### src/rtl/bilbo_pkg.sv
package bilbo_pkg;
  typedef enum logic [1:0] {
    MODE_SHIFT = 2'b00,
    MODE_CLEAR = 2'b01,
    MODE_SIG   = 2'b10,
    MODE_LOAD  = 2'b11
  } bilbo_mode_e;
endpackage

### src/rtl/bilbo_fb.sv
// Parity of the tapped stages: feedback bit for the LFSR/MISR mode.
module bilbo_fb #(
  parameter int WIDTH = 3,
  parameter logic [WIDTH-1:0] TAPS = 3'b110
) (
  input  logic [WIDTH-1:0] state,
  output logic             fb
);
  always_comb fb = ^(state & TAPS);
endmodule

### src/rtl/bilbo_head_mux.sv
// Serial input of stage 0: scan data in shift mode, feedback otherwise.
module bilbo_head_mux
  import bilbo_pkg::*;
(
  input  logic [1:0] mode,
  input  logic       scan_in,
  input  logic       fb,
  output logic       head
);
  always_comb head = (bilbo_mode_e'(mode) == MODE_SHIFT) ? scan_in : fb;
endmodule

### src/rtl/bilbo_next.sv
// Per-stage next-state selection.
module bilbo_next
  import bilbo_pkg::*;
#(
  parameter int WIDTH = 3
) (
  input  logic [1:0]       mode,
  input  logic [WIDTH-1:0] state,
  input  logic [WIDTH-1:0] d,
  input  logic             head,
  output logic [WIDTH-1:0] nxt
);
  logic [WIDTH-1:0] chain;

  always_comb chain = {state[WIDTH-2:0], head};

  for (genvar i = 0; i < WIDTH; i++) begin : g_stage
    always_comb begin
      unique case (bilbo_mode_e'(mode))
        MODE_LOAD:  nxt[i] = d[i];
        MODE_SHIFT: nxt[i] = chain[i];
        MODE_SIG:   nxt[i] = chain[i] ^ d[i];
        default:    nxt[i] = 1'b0;
      endcase
    end
  end
endmodule

### src/rtl/bilbo_reg.sv
module bilbo_reg #(
  parameter int WIDTH = 3,
  parameter logic [WIDTH-1:0] TAPS = 3'b110
) (
  input  logic             clk,
  input  logic             rst,
  input  logic [1:0]       mode,
  input  logic [WIDTH-1:0] d,
  input  logic             scan_in,
  output logic [WIDTH-1:0] q,
  output logic             scan_out
);
  logic             fb;
  logic             head;
  logic [WIDTH-1:0] nxt;
  logic [WIDTH-1:0] state_r;

  bilbo_fb #(.WIDTH(WIDTH), .TAPS(TAPS)) u_fb (
    .state (state_r),
    .fb    (fb)
  );

  bilbo_head_mux u_head (
    .mode    (mode),
    .scan_in (scan_in),
    .fb      (fb),
    .head    (head)
  );

  bilbo_next #(.WIDTH(WIDTH)) u_next (
    .mode  (mode),
    .state (state_r),
    .d     (d),
    .head  (head),
    .nxt   (nxt)
  );

  always_ff @(posedge clk) begin
    if (rst) state_r <= '0;
    else     state_r <= nxt;
  end

  assign q        = state_r;
  assign scan_out = state_r[WIDTH-1];
endmodule

### config.mk
export PLATFORM = sky130hd
export DESIGN_NAME = bilbo_reg
export DESIGN_NICKNAME = d
export VERILOG_FILES = /design/src/rtl/bilbo_pkg.sv /design/src/rtl/bilbo_fb.sv /design/src/rtl/bilbo_head_mux.sv /design/src/rtl/bilbo_next.sv /design/src/rtl/bilbo_reg.sv
export SDC_FILE = /design/constraint.sdc
export NUM_CORES = 1
export LEC_CHECK = 0
export BUFFER_PORTS_ARGS = -buffer_cell sky130_fd_sc_hd__buf_2
export CAP_MARGIN = 10
export CORE_AREA = 2 2 39 41
export CTS_CLUSTER_SIZE = 24
export DETAILED_ROUTE_END_ITERATION = 6
export DIE_AREA = 0 0 41 43
export GPL_TIMING_DRIVEN = 0
export PLACE_DENSITY = 0.33
export SYNTH_ARGS = -nofsm -noshare
export SYNTH_HDL_FRONTEND = slang
export SYNTH_SLANG_ARGS = --single-unit
### constraint.sdc
create_clock -name clk -period 2 [get_ports clk]
set_input_delay 0.1 -clock clk [delete_from_list [all_inputs] [get_ports clk]]
set_output_delay 0.1 -clock clk [all_outputs]
set_load 0.05 [all_outputs]
# Word-level counts from Yosys, hierarchy flattened
# Cells that the tools add are included.
# word_totals
register_bits,3
latchBits,0
ram_bits,0
mem_bits_ro,0
inputBits,8
output_inout_bits,4
wordCells,12
n_memories,0
# op_classes
n_addsub,0
n_mul,0
div,0
magnitude_cmp,0
eq_ne,2
shift,0
mux,4
bitwise_logic,3
reduce_logical,2
# ops
operator,count
1-bit case mux with 3 select lines,3
2-bit equality test (second input constant),2
3-bit parity,1
1-bit XOR,3
2-bit zero test,1
1-bit two-way mux,1

# Longest topological paths before layout
# depth
depth_word,4
depth_mapped,3

# By module
# A second synthesis with hierarchy kept.
# unflattened
cells_unflattened,19
hier_area_um2,168.9
# modules_own_cells
module,n_inst,cells_per_inst,area_per_inst_um2,seq_area_each_um2
bilbo_reg,1,7,86.3,60.1
bilbo_next,1,9,58.8,0.0
bilbo_head_mux,1,2,15.0,0.0
bilbo_fb,1,1,8.8,0.0

# Least setup slack after synthesis
# OpenSTA, ideal clock, no wires.
# synth_path
path_type,reg2reg
startpoint,register state_r[2] (netlist: q[2])
endpoint,register state_r[0] (netlist: q[0])
setup_time_ns,0.095
arrival_ns,1.005
required_time_ns,1.905
slack_ns,0.900
path_stages_with_launch,3
synth_period_minus_slack_ns,1.100
path_cell_list,dfxtp_1 > xor2_1 > o311ai_1
# synth_via
elab_chain_cells,4
# synth_lines
item,line,text
from (decl),bilbo_reg.sv:16,logic [WIDTH-1:0] state_r;
from (signal assigned),bilbo_reg.sv:40,else state_r <= nxt;
3-bit parity *,bilbo_fb.sv:9,always_comb fb = ^(state & TAPS);
1-bit two-way mux *,bilbo_head_mux.sv:10,always_comb head = (bilbo_mode_e'(mode) == MODE_SHIFT) ? scan_in : fb;
1-bit XOR,bilbo_next.sv:22,MODE_SIG: nxt[i] = chain[i] ^ d[i];
1-bit case mux with 3 select lines *,bilbo_next.sv:19,unique case (bilbo_mode_e'(mode))
# Mark *: on every way between the ends. The rest lies on a longest branch, timed or not.
# A chain may end at the register's enable or synchronous reset.

# Worst setup path in the final report
# layout_path
startpoint,register state_r[2] (netlist: q[2])
endpoint,output q[2]
# layout_lines
item,line,text
to (decl),bilbo_reg.sv:10,"output logic [WIDTH-1:0] q,"
# No word-level cell between the ends.

==> flow_summary.ini <==
[die]
core_area_sq_um = 1384
dieArea_sq_um = 1763
die_x_microns = 41
std_cell_rows = 14
die_h_microns = 43
ios = 12
start_util_pct = 12.57

[synth]
syn_avg_cell_area_sq_um = 8.696
synth.net_count = 28
synth-seq-cells = 3
netlist.top_cell.by_area = sky130_fd_sc_hd__dfxtp_1
synthCells = 20
synth.distinct_cells = 12
ys_seq_area_share_pct = 34.53
synth_edf_count = 0
synth_commonest_cells = sky130_fd_sc_hd__nand2_1 (4), sky130_fd_sc_hd__dfxtp_1 (3), sky130_fd_sc_hd__nand2b_1 (2), sky130_fd_sc_hd__nor2_1 (2), sky130_fd_sc_hd__xnor2_1 (2)
post-synth-top-count-cell = sky130_fd_sc_hd__nand2_1
synth.top_cell.area_share_pct = 34.53
syn-cell-area_sq_um = 173.9
async_reset_ff_share_pct = 0
post_synth_main_area_contributors = sky130_fd_sc_hd__dfxtp_1 (35%), sky130_fd_sc_hd__xnor2_1 (10%), sky130_fd_sc_hd__nand2_1 (8.6%)
synthesis.yosys.warnings = 0
synth_flop_cell = sky130_fd_sc_hd__dfxtp_1

[global_routing]
grt_pass1_vias = 170
grt_max_degree = 7
grt_antenna_before_repair = 0
grt_first_pass_wirelength_microns = 717
gr-total-overflow = 0
track_usage_pct = 7.014

[clock_network]
cts_setup_buffers = 0
cts_hold_buf = 0
tritoncts_clock_tree = done
root_buffer = sky130_fd_sc_hd__clkbuf_4
clk_transition_reported_paths_ns = 0.04
cts_sinks = 3
cts_htree_levels = 1
cts_buffers = 3
post_cts_resize_count = 0
clock_tree.buffer_depth = 2
clock_latency_ns = 0.23

[pwr]
portion_of_total_power_attributed_to_combinational_logic_pct = 23.8
peakVddDrop_mv = 0.1879
total_power_uw = 230.1
power.density_cell_area_nw_per_um2 = 836.0
seq_power_share_pct = 29.6
cellInternalPower_uw = 158.6
p_sw_share_pct = 31.08
clock_power_share_pct = 46.5
static-leakage-power_nw = 0.1300
p_switching_uw = 71.52

[cells_and_area]
num_antenna_cells = 0
stdcell_area_sq_um = 275.3
drive_above_1_share_pct = 48.57
flow.area_growth_from_synthesis_pct = 58.27
finish.utilization_pct = 19.89
largest_register_ff_count = 3
final.fill_count = 170
final_net_count = 44

[critical_path]
crit_path_end_kind = output port
path_max_fanout = 3
rr_endpoint = q[0]
worst-r2r-cell-count = 2
critical_path.reg2reg.startpoint = q[2]
ff2ff_setup_slack_ns = 1.18
crit_path_start_kind = register
worstSetupPathType = reg -> out
cp.required_ns = 1.90
arrival_ns = 0.94

[min_path]
whs_path_depth = 2
hold_path_end = q[1]
holdCritStartpoint = rst
hold_path.class = in -> reg

[route]
detailedRoute.firstPassIterationCount = 3
postRouteAntennaNets = 0
wire_per_inst_microns = 8.529
routed_wl_microns = 435
drt-initial-drc-count = 2
remaining_drc_errors = 0
vias = 190
route.detailed.vias_per_inst = 3.725

[placed_design]
finalWeightedCongestion = 0.6368
dp_hpwl_microns = 342
detailed_place.area_sq_um = 249.0
io_buffer_count = 11

[sta]
timing.final.crit_share_pct = 52.08
timing_worst_slew_pin_value_ns = 0.2393
finalClockSkew_ns = 0.001286
hold_viol_final = 0
timing_max_transition_violations_final = 0
max-slew-margin-rel_pct = 83.82
finalSetupViolCount = 0
grt_setup_unrepaired = no
setup_total_negative_slack_ns = 0
final_period_minus_worst_setup_slack_ns = 1.042
clock.fmax_mhz = 960.1

[job]
maxCapViolations = 0

[status]
status = completed
worst max-delay path, cell delays in order, from the launching register on:
cell and delay, ns:
sky130_fd_sc_hd__dfxtp_1 0.35, sky130_fd_sc_hd__buf_4 0.11, sky130_fd_sc_hd__buf_2 0.24
cell families (layout without fill, tap and decap cells):
| logic type | Yosys count | in the layout | synth area share (%) |
|---|---|---|---|
| AOI/OAI and AO/OA | 2 | 2 | 10.07 |
| DFF | 3 | 3 | 34.53 |
| and+or+nand+nor | 10 | 10 | 33.81 |
| xor gates and xnor gates | 3 | 3 | 15.11 |
| buffers and inverters | 2 | 17 | 6.474 |
layout make-up:
class,instances,area [sq um],area share [%]
inverters,1,3.754,1.364
well taps,16,20.02,7.273
repair buffers,11,55.05,20.00
plain buffers,1,7.507,2.727
multi-input cells,15,102.6,37.27
clock buffers,4,26.28,9.545
flip-flops and latches,3,60.06,21.82
worst max path at each step:
stage | from | to | slack, ns | depth (start not counted)
after floorplan | q[2] | q[0] | 0.90 | 2
after global placement | q[2] | q[0] | 1.13 | 2
final | q[2] | q[2] | 0.96 | 2
after CTS | q[2] | q[2] | 0.94 | 2
after global routing | q[2] | q[2] | 0.90 | 2
after detailed placement | q[2] | q[0] | 1.16 | 2
layer usage:
layer | part of all wire [%] | GRT usage [%]
met5 | 0 | 0
met4 | 0 | 6.000
met3 | 15 | 7.853
met2 | 40 | 7.187
met1 | 45 | 7.348
through the flow:
stage          hold slack, ns  worst slack, ns  cells
5_1_grt                0.1292           0.9041     51
3_5_place_dp           0.3643            1.160     47
2_1_floorplan          0.1724           0.8998     20
3_3_place_gp           0.3627            1.132     47
4_1_cts                0.1120           0.9368     51
6_report               0.1250           0.9584     51
power groups by stage:
stage	clock (mW)	combinational [mW]	sequential [mW]
CTS	0.115	0.0558	0.0684
floorplan	0	0.0200	0.0854
global route	0.119	0.0593	0.0693
finish	0.107	0.0548	0.0682
detailed placement	0	0.0556	0.0693
global placement	0	0.0552	0.0692
cell usage in the layout, fill, tap and decap left out:
cell type | synthesis | layout
sky130_fd_sc_hd__clkbuf_4 | 0 | 3
sky130_fd_sc_hd__buf_4 | 1 | 1
sky130_fd_sc_hd__nand2_1 | 4 | 4
sky130_fd_sc_hd__a41oi_1 | 1 | 1
sky130_fd_sc_hd__buf_2 | 0 | 11
sky130_fd_sc_hd__dfxtp_1 | 3 | 3
sky130_fd_sc_hd__inv_2 | 1 | 1
sky130_fd_sc_hd__o311ai_1 | 1 | 1
sky130_fd_sc_hd__nor4b_2 | 1 | 1
sky130_fd_sc_hd__xor2_1 | 1 | 1
sky130_fd_sc_hd__nor2_1 | 2 | 2
sky130_fd_sc_hd__nand2b_1 | 2 | 2
sky130_fd_sc_hd__xnor2_1 | 2 | 2
sky130_fd_sc_hd__nor4b_1 | 1 | 1
sky130_fd_sc_hd__clkbuf_1 | 0 | 1
(Power assumes the default switching activity.)
